File: src/rtl/adc_res_pkg.sv
package adc_res_pkg;
  localparam int unsigned RES_W_DEF  = 10;
  localparam int unsigned BYTE_W_DEF = 8;
  typedef enum logic {BYTE_LO = 1'b0, BYTE_HI = 1'b1} byte_sel_e;
endpackage

File: src/rtl/adc_res_lock.sv
module adc_res_lock (
  input  logic clk_i,
  input  logic rst_ni,
  input  logic lo_rd_i,
  input  logic hi_rd_i,
  input  logic sample_valid_i,
  output logic load_o,
  output logic drop_o,
  output logic locked_o
);
  logic locked_q;

  always_ff @(posedge clk_i or negedge rst_ni) begin
    if (!rst_ni)      locked_q <= 1'b0;
    else if (hi_rd_i) locked_q <= 1'b0;
    else if (lo_rd_i) locked_q <= 1'b1;
  end

  // a high read releases before the load; a low read blocks in its own cycle
  always_comb begin
    load_o = sample_valid_i && !lo_rd_i && (!locked_q || hi_rd_i);
    drop_o = sample_valid_i && !load_o;
  end

  assign locked_o = locked_q;
endmodule

File: src/rtl/adc_res_store.sv
module adc_res_store #(
  parameter int unsigned RES_W = 10
) (
  input  logic             clk_i,
  input  logic             rst_ni,
  input  logic             load_i,
  input  logic [RES_W-1:0] sample_i,
  output logic [RES_W-1:0] data_o
);
  logic [RES_W-1:0] data_q;

  always_ff @(posedge clk_i or negedge rst_ni) begin
    if (!rst_ni)     data_q <= '0;
    else if (load_i) data_q <= sample_i;
  end

  assign data_o = data_q;
endmodule

File: src/rtl/adc_res_align.sv
module adc_res_align #(
  parameter int unsigned RES_W  = 10,
  parameter int unsigned BYTE_W = 8
) (
  input  logic [RES_W-1:0]  data_i,
  input  logic              left_adj_i,
  input  logic              sel_hi_i,
  output logic [BYTE_W-1:0] byte_o
);
  localparam int unsigned WORD_W = 2 * BYTE_W;
  localparam int unsigned PAD_W  = WORD_W - RES_W;

  logic [WORD_W-1:0] word_r, word_l, word;

  generate
    if (PAD_W == 0) begin : g_full
      assign word_r = data_i;
      assign word_l = data_i;
    end else begin : g_pad
      assign word_r = {{PAD_W{1'b0}}, data_i};
      assign word_l = {data_i, {PAD_W{1'b0}}};
    end
  endgenerate

  assign word   = left_adj_i ? word_l : word_r;
  assign byte_o = sel_hi_i ? word[WORD_W-1 -: BYTE_W] : word[BYTE_W-1:0];
endmodule

File: src/rtl/adc_result_reg.sv
module adc_result_reg
  import adc_res_pkg::*;
#(
  parameter int unsigned RES_W  = RES_W_DEF,
  parameter int unsigned BYTE_W = BYTE_W_DEF,
  parameter bit          OVR_EN = 1'b1
) (
  input  logic              clk_i,
  input  logic              rst_ni,
  input  logic [RES_W-1:0]  sample_i,
  input  logic              sample_valid_i,
  input  logic              left_adj_i,
  input  logic              rd_en_i,
  input  logic              rd_hi_sel_i,
  output logic [BYTE_W-1:0] rd_data_o,
  output logic              overrun_o
);
  logic             lo_rd, hi_rd, load, drop, locked;
  logic [RES_W-1:0] res_q;

  assign lo_rd = rd_en_i && (byte_sel_e'(rd_hi_sel_i) == BYTE_LO);
  assign hi_rd = rd_en_i && (byte_sel_e'(rd_hi_sel_i) == BYTE_HI);

  adc_res_lock u_lock (
    .clk_i          (clk_i),
    .rst_ni         (rst_ni),
    .lo_rd_i        (lo_rd),
    .hi_rd_i        (hi_rd),
    .sample_valid_i (sample_valid_i),
    .load_o         (load),
    .drop_o         (drop),
    .locked_o       (locked)
  );

  adc_res_store #(.RES_W(RES_W)) u_store (
    .clk_i    (clk_i),
    .rst_ni   (rst_ni),
    .load_i   (load),
    .sample_i (sample_i),
    .data_o   (res_q)
  );

  adc_res_align #(.RES_W(RES_W), .BYTE_W(BYTE_W)) u_align (
    .data_i     (res_q),
    .left_adj_i (left_adj_i),
    .sel_hi_i   (rd_hi_sel_i),
    .byte_o     (rd_data_o)
  );

  generate
    if (OVR_EN) begin : g_ovr
      logic ovr_q;
      always_ff @(posedge clk_i or negedge rst_ni) begin
        if (!rst_ni)    ovr_q <= 1'b0;
        else if (drop)  ovr_q <= 1'b1;
        else if (hi_rd) ovr_q <= 1'b0;
      end
      assign overrun_o = ovr_q;
    end else begin : g_no_ovr
      assign overrun_o = 1'b0;
    end
  endgenerate
endmodule

File: config.mk
export PLATFORM = sky130hd
export DESIGN_NAME = adc_result_reg
export DESIGN_NICKNAME = d
export VERILOG_FILES = /design/src/rtl/adc_res_pkg.sv /design/src/rtl/adc_res_lock.sv /design/src/rtl/adc_res_store.sv /design/src/rtl/adc_res_align.sv /design/src/rtl/adc_result_reg.sv
export SDC_FILE = /design/constraint.sdc
export NUM_CORES = 1
export LEC_CHECK = 0
export ABC_CLOCK_PERIOD_IN_PS = 1400
export BUFFER_PORTS_ARGS = -buffer_cell sky130_fd_sc_hd__buf_4
export CORE_AREA = 2 2 40 42
export DETAILED_ROUTE_END_ITERATION = 12
export DIE_AREA = 0 0 42 44
export PLACE_DENSITY = 0.8
export SLEW_MARGIN = 40
export SYNTH_ARGS = -nofsm -noshare
export SYNTH_HDL_FRONTEND = slang
export SYNTH_SLANG_ARGS = --single-unit
File: constraint.sdc
create_clock -name clk_i -period 1.4 [get_ports clk_i]
set_clock_uncertainty 0.1 [all_clocks]
set_input_delay 0.28 -clock clk_i [delete_from_list [all_inputs] [get_ports clk_i]]
set_output_delay 0.28 -clock clk_i [all_outputs]
set_load 0.01 [all_outputs]
After elaboration in Yosys (flattened, before gate mapping)
Index checks and enable logic that the tools add are counted.
- multiplexer cells: 6
- bitwise gates (word level): 1
- reduce and logical (&&, ||, !) cells: 11
- operators by type and width (operator ; number):
    two-way mux 16 bit ; 1
    two-way mux 8 bit ; 1
    logical AND 1 bit ; 5
    two-way mux 1 bit ; 4
    nonzero test 2 bit ; 2
    logical NOT 1 bit ; 3
    logical OR 1 bit ; 1
    inverter 1 bit ; 1
- flip-flop bits (word level): 12
- output and inout port bits: 9
- logic and storage cells: 21

Depth between registers and ports, before layout
Gate-level depths: netlist of the first run.
- word-level depth: 8
- mapped depth: 4
- depth with buffers taken out: 3

Hierarchy
From an unflattened synthesis of the first run, not the netlist that was laid out.
- cell total of the unflattened synthesis: 46
- area total of the unflattened synthesis: 643.1 µm²
- by module, submodules not included (module ; times used ; cells each ; area an instance (µm²) ; sequential area each (µm²)):
    adc_res_store ; 1 ; 21 ; 411.6 ; 250.2
    adc_res_align ; 1 ; 14 ; 116.4 ; 0.0
    adc_res_lock ; 1 ; 6 ; 66.3 ; 25.0
    adc_result_reg ; 1 ; 5 ; 48.8 ; 25.0

Least setup slack after synthesis of the first run
No wires, ideal clock.
- path kind: flip-flop to flip-flop
- from: reg u_lock.locked_q (netlist: u_lock.locked_o)
- to: reg u_store.data_q[0] (netlist: u_store.data_o[0])
- setup time: 125 ps
- arrival: 1055 ps
- data required time: 1175 ps
- slack: 121 ps
- stages on the path, launching flop included: 4
- buffers on the path: 0
- clock period less this slack: 1279 ps
- cell sequence: dfrtp_1 -> inv_1 -> o211ai_4 -> mux2_2
- word-level cells in the longest chain between the ends: 3
- ends and longest elaborated chain (element ; line ; text):
    start, declared ; adc_res_lock.sv:11 ; logic locked_q;
    start signal, assigned ; adc_res_lock.sv:14 ; if (!rst_ni) locked_q <= 1'b0;
    start signal, assigned ; adc_res_lock.sv:15 ; else if (hi_rd_i) locked_q <= 1'b0;
    start signal, assigned ; adc_res_lock.sv:16 ; else if (lo_rd_i) locked_q <= 1'b1;
    logical NOT 1 bit ; adc_res_lock.sv:21 ; load_o = sample_valid_i && !lo_rd_i && (!locked_q || hi_rd_i);
    logical OR 1 bit ; adc_res_lock.sv:21 ;
    logical AND 1 bit ; adc_res_lock.sv:21 ;
    end signal, assigned ; adc_res_store.sv:14 ; else if (load_i) data_q <= sample_i;
    end, declared ; adc_res_store.sv:10 ; logic [RES_W-1:0] data_q;
Every way passes these cells.
A chain may end at the register's enable or synchronous reset.

Worst setup path in the final report of the first run
- from: reg u_store.data_q[0] (netlist: u_store.data_o[0])
- to: out rd_data_o[6]
- word-level cells in the longest chain between the ends: 2
- ends and longest elaborated chain (element ; line ; text):
    two-way mux 16 bit ; adc_res_align.sv:25 ; assign word = left_adj_i ? word_l : word_r;
    two-way mux 8 bit ; adc_res_align.sv:26 ; assign byte_o = sel_hi_i ? word[WORD_W-1 -: BYTE_W] : word[BYTE_W-1:0];
    end, declared ; adc_result_reg.sv:15 ; output logic [BYTE_W-1:0] rd_data_o,
Every way passes these cells.

==> flow_summary.ini, run 1 <==
[sta]
tightest_slew_ns = 0.1846
hold_violations = 0
period_needed_ns = 1.468
drv_slew = 0
rsz0062_at_grt = true
setup_viol = 6
slew_headroom_pct = 87.34
max_freq_mhz = 681.3
post-route-period-util_pct = 104.8
holdWs_ns = 0.1326
setup_slack_ns = -0.06773

[floorplanning]
die-area_sq_um = 1848
rows = 14
die_h_microns = 44
ios = 25
die_w_microns = 42
start_util_pct = 41.45
core_area_sq_um = 1419

[route]
wl_per_cell_microns = 13.79
routed_wl_microns = 1296
via_per_inst = 5.170
drt_iter0_markers = 10
firstDrtPassIters = 4
drc_errors = 0
vias = 486
drtAntennaViolNets = 0

[worst_setup_path]
cp_slowest_cell = dfrtp_1
crit_family = flip-flops
cpPeakStageDelay_ns = 0.39
cp_cell_sequence = mux2i_2 -> o21ai_1 -> buf_4
worst-path-buf-inv = 1
end_kind = output port
cp-start-kind = flip-flop
cp_data_required_time_ns = 1.02
path_max_fanout = 2
crit_type = reg -> out
crit_arrival_ns = 1.09

[placement]
dp.cells = 89
port-buffer-count = 24
place_congestion = 0.7003
placed_area_sq_um = 819.5
dpl.hpwl_microns = 915.4

[power_and_ir_drop]
p_leak_nw = 0.4286
peakVddDrop_v = 0.0006253
pwr_density_cell_nw_per_um2 = 1075

[yosys]
ys_types = 14
netlist_area_sq_um = 588.1
syn-num-nets = 63
avgSynthCellArea_sq_um = 12.51
ys_seq_area_share_pct = 51.06
synthCells = 47
synth-seq-cells = 12
synth_warnings = 0

[final_layout]
syn_to_final_growth_pct = 49.36
area.sequential_sq_um = 300.3
fillers = 112
final_common_cell = buf_4
multi_input_area_sq_um = 276.5
final_cells = 94
final_nets = 96
mostFrequentLayoutCells = buf_4 (23), dfrtp_1 (12), mux2_2 (7)
diodes = 0
layout-drive-gt1-share_pct = 57.69
postLayoutCellArea_sq_um = 878.3

[global_route]
grt_overflow_total = 0
use_met1_pct = 18.73
grt_pass1_wl_microns = 2028
grt_pass1_vias = 493
grtUsageMet3_pct = 5.417
grt_start_max_net_pins = 13
antenna_found_initial = 0
grt_usage_pct = 14.88
grtUsageMet2_pct = 24.38
busiest_layer = met2

[clock_network]
h-tree-depth = 1
tritoncts = built
numClockSinks = 12
ctsRootBufferMaster = clkbuf_4
insertion_delay_ns = 0.26
numCtsBuffers = 3
cts_buffer_depth = 2
clkSlewWorstSetupHoldPaths_ns = 0.07

[job]
cap_violations = 0

[outcome]
outcome = finished, violations left
violations = negative setup slack

[worst_hold_path]
hp-class = in -> reg
==> state kept, by name (all words and copies together), names as in the netlist <==
register	cells
u_lock.locked_o	1
u_store.data_o	10
overrun_o	1
==> per-layer routing <==
layer,vias up,share of wire (%)
met5,-,0
met4,0,0.69
met3,2,5.4
met2,23,49
met1,227,44
li1,234,-
==> worst reg2reg max path, stage by stage (launching register included) <==
cell	delay [ns]
dfrtp_1	0.35
inv_1	0.07
o211ai_4	0.18
buf_12	0.16
mux2_2	0.33
==> cells in the mapped netlist <==
cell type / count / area [sq um]
dfrtp_1: 12 / 300.3
mux2_2: 7 / 78.83
o21ai_0: 6 / 30.03
a22o_1: 4 / 35.03
nand2_1: 4 / 15.01
inv_1: 3 / 11.26
mux2_4: 3 / 45.04
mux2i_1: 2 / 20.02
a22oi_1: 1 / 7.510
and2_2: 1 / 7.510
clkbuf_1: 1 / 3.750
nand2b_2: 1 / 8.760
nor2_1: 1 / 3.750
o211ai_4: 1 / 21.27
==> per-stage QoR <==
step           worst slack, ns  total power, mW  TNS, ns  utilization, %
5_1_grt                -0.1360           0.9987  -0.6610           61.90
2_1_floorplan           0.1208           0.5732        0               -
6_report              -0.06773           0.9439  -0.2575           61.90
3_5_place_dp          -0.02767           0.7130  -0.1573           57.76
3_3_place_gp          0.003187           0.7034        0           57.76
4_1_cts               -0.08128           0.9365  -0.3160           60.58
==> final cells by class <==
| type | instances | area share, % |
|---|---|---|
| sequential | 12 | 34.19 |
| multi-input combinational | 31 | 31.48 |
| timing repair buffer | 29 | 28.21 |
| clock buffer | 3 | 2.564 |
| tap | 16 | 2.279 |
| inverter | 3 | 1.282 |
==> path summary, 6_finish.rpt <==
kind,start,endpoint,slack [ns],cells past startpoint
max,u_store.data_o[0],rd_data_o[6],-0.07,3
min,rd_hi_sel_i,overrun_o,0.13,2
min reg2reg,u_store.data_o[1],u_store.data_o[1],0.42,1
max reg2reg,u_lock.locked_o,u_store.data_o[9],0.11,4
min in group asynchronous,rst_ni,u_store.data_o[6],0.28,2
max in group asynchronous,rst_ni,u_store.data_o[1],0.76,2
==> what timing repair did <==
action	in CTS	in global routing
endpoints found under the hold margin	12	0
endpoints found under the setup margin	6	8
buffers inserted	0	1
pin swaps	2	3
hold buffers	1	0
gates resized for setup	5	4
==> where the power goes <==
group | switching (mW) | internal (mW) | leakage, nW
combinational | 0.112 | 0.182 | 0.274
clock | 0.106 | 0.0993 | 0.0138
sequential | 0.0410 | 0.403 | 0.141
==> kinds of logic after synthesis <==
kind of cell,Yosys count,share of synthesized area (%)
compound gates,12,15.96
simple gates,7,5.957
buf+inv,4,2.552
mux,12,24.47
flops,12,51.06
Note: power is estimated with default switching activity, not from simulation.
==> inputs of run 2 (changes only) <==
--- a/config.mk
+++ b/config.mk
@@ -11,6 +11,7 @@
 export DETAILED_ROUTE_END_ITERATION = 12
 export DIE_AREA = 0 0 42 44
 export PLACE_DENSITY = 0.8
+export SKIP_CTS_REPAIR_TIMING = 1
 export SLEW_MARGIN = 40
 export SYNTH_ARGS = -nofsm -noshare
 export SYNTH_HDL_FRONTEND = slang
==> run 2 against run 1 <==
Largest cell class unchanged. Total power decreased by 0.20%. Non-clock buffer count stayed put. Hold slack barely moved. Sequential share of layout area unchanged. Combinational power about the same. Via count up 0.41%. The flow still finishes with violations (negative setup slack).
==> flow_summary.ini, run 2 (synthesis gave the netlist of run 1 again) <==
[outcome]
outcome = finished, violations left
violations = negative setup slack

[sta]
tightest_slew_ns = 0.1821
slew_headroom_pct = 87.52
hold_violations = 0
setup_viol = 6
period_needed_ns = 1.478
post-route-period-util_pct = 105.5
drv_slew = 0
holdWs_ns = 0.1326
setup_slack_ns = -0.07762
rsz0062_at_grt = true
max_freq_mhz = 676.8

[power_and_ir_drop]
combPwrFrac_pct = 31.2
peakVddDrop_v = 0.0006251
pwr_density_cell_nw_per_um2 = 1072
swShare_pct = 27.34
p_int_mw = 0.6844
p_leak_nw = 0.4286
clkPwrFrac_pct = 21.7
total_power_mw = 0.9420
switchingPower_mw = 0.2576
pwr-share-seq_pct = 47.1

[route]
vias = 488
drc_errors = 0
firstDrtPassIters = 4
drt_iter0_markers = 8
drtAntennaViolNets = 0
routed_wl_microns = 1293
wl_per_cell_microns = 13.76
via_per_inst = 5.191

[floorplanning]
die_h_microns = 44
rows = 14
core_area_sq_um = 1419
start_util_pct = 41.45
die-area_sq_um = 1848
ios = 25
die_w_microns = 42

[final_layout]
utilization_pct = 61.90
final_nets = 96
syn_to_final_growth_pct = 49.36
layout-drive-gt1-share_pct = 57.69
multi_input_area_sq_um = 276.5
largest_reg_flops = 10
mostFrequentLayoutCells = buf_4 (23), dfrtp_1 (12), mux2_2 (7)
final_common_cell = buf_4
diodes = 0
area.sequential_sq_um = 300.3
fillers = 112

[worst_setup_path]
end_kind = output port
cp_data_required_time_ns = 1.02
cp-start-kind = flip-flop
path_max_fanout = 2
r2r_setup_slack_ns = 0.11
crit_type = reg -> out
crit_arrival_ns = 1.10

[clock_network]
insertion_delay_ns = 0.26
h-tree-depth = 1
cts_buffer_depth = 2
tritoncts = built
numClockSinks = 12
ctsRootBufferMaster = clkbuf_4
clkSlewWorstSetupHoldPaths_ns = 0.07
numCtsBuffers = 3

[placement]
place_congestion = 0.7003
dpl.hpwl_microns = 915.4
dpl_worst_slack_ns = -0.02767
port-buffer-count = 24

[global_route]
grt_start_max_net_pins = 13
grt_pass1_vias = 493
grt_overflow_total = 0
grt_pass1_wl_microns = 2042
grt_usage_pct = 14.97
antenna_found_initial = 0

[job]
cap_violations = 0

[worst_hold_path]
hp-class = in -> reg
## run 2: cell counts in the layout (fill, tap and decap cells not counted)
No cell type changed its count.
## run 2: final timing paths
check	end	depth (start not counted)	startpoint
max	rd_data_o[1]	3	u_store.data_o[9]
min	overrun_o	2	rd_hi_sel_i
max reg2reg	u_store.data_o[6]	4	u_lock.locked_o
min reg2reg	u_store.data_o[1]	1	u_store.data_o[1]
max in group asynchronous	u_store.data_o[1]	2	rst_ni
min in group asynchronous	u_store.data_o[6]	2	rst_ni
## run 2: layer usage
layer	part of all wire [%]	wire length, microns	GRT usage, %
met1	44	573	19.00
met2	50	643	24.38
met3	5.1	66	5.417
met4	0.70	9	3.871
met5	0	0	0
## run 2: layout make-up
cell class	instances	area share, %
Inverter	3	1.282
Tap cell	16	2.279
Multi-Input combinational cell	31	31.48
Timing Repair Buffer	29	28.21
Sequential cell	12	34.19
Clock buffer	3	2.564
## run 2: worst max-delay path: stages (launching register included)
cell and delay (ns):
dfrtp_1 0.38, mux2i_1 0.18, o21ai_1 0.11, buf_4 0.16
## run 2: metrics by stage
| stage | instance area (sq um) | setup TNS (ns) | cells |
|---|---|---|---|
| final | 878.3 | -0.2665 | 94 |
| after global routing | 878.3 | -0.6658 | 94 |
| after CTS | 842.1 | -0.3440 | 92 |
| after detailed placement | 819.5 | -0.1573 | 89 |
| after global placement | 819.5 | 0 | 89 |
| after floorplan | 588.1 | 0 | 47 |
## run 2: power by group through the flow
| stage | Combinational (mW) | Clock (mW) | Sequential [mW] |
|---|---|---|---|
| 2_1_floorplan | 0.136 | 0 | 0.437 |
| 3_3_place_gp | 0.259 | 0 | 0.444 |
| 3_5_place_dp | 0.266 | 0 | 0.447 |
| 4_1_cts | 0.269 | 0.217 | 0.441 |
| 5_1_grt | 0.318 | 0.232 | 0.448 |
| 6_report | 0.294 | 0.204 | 0.444 |
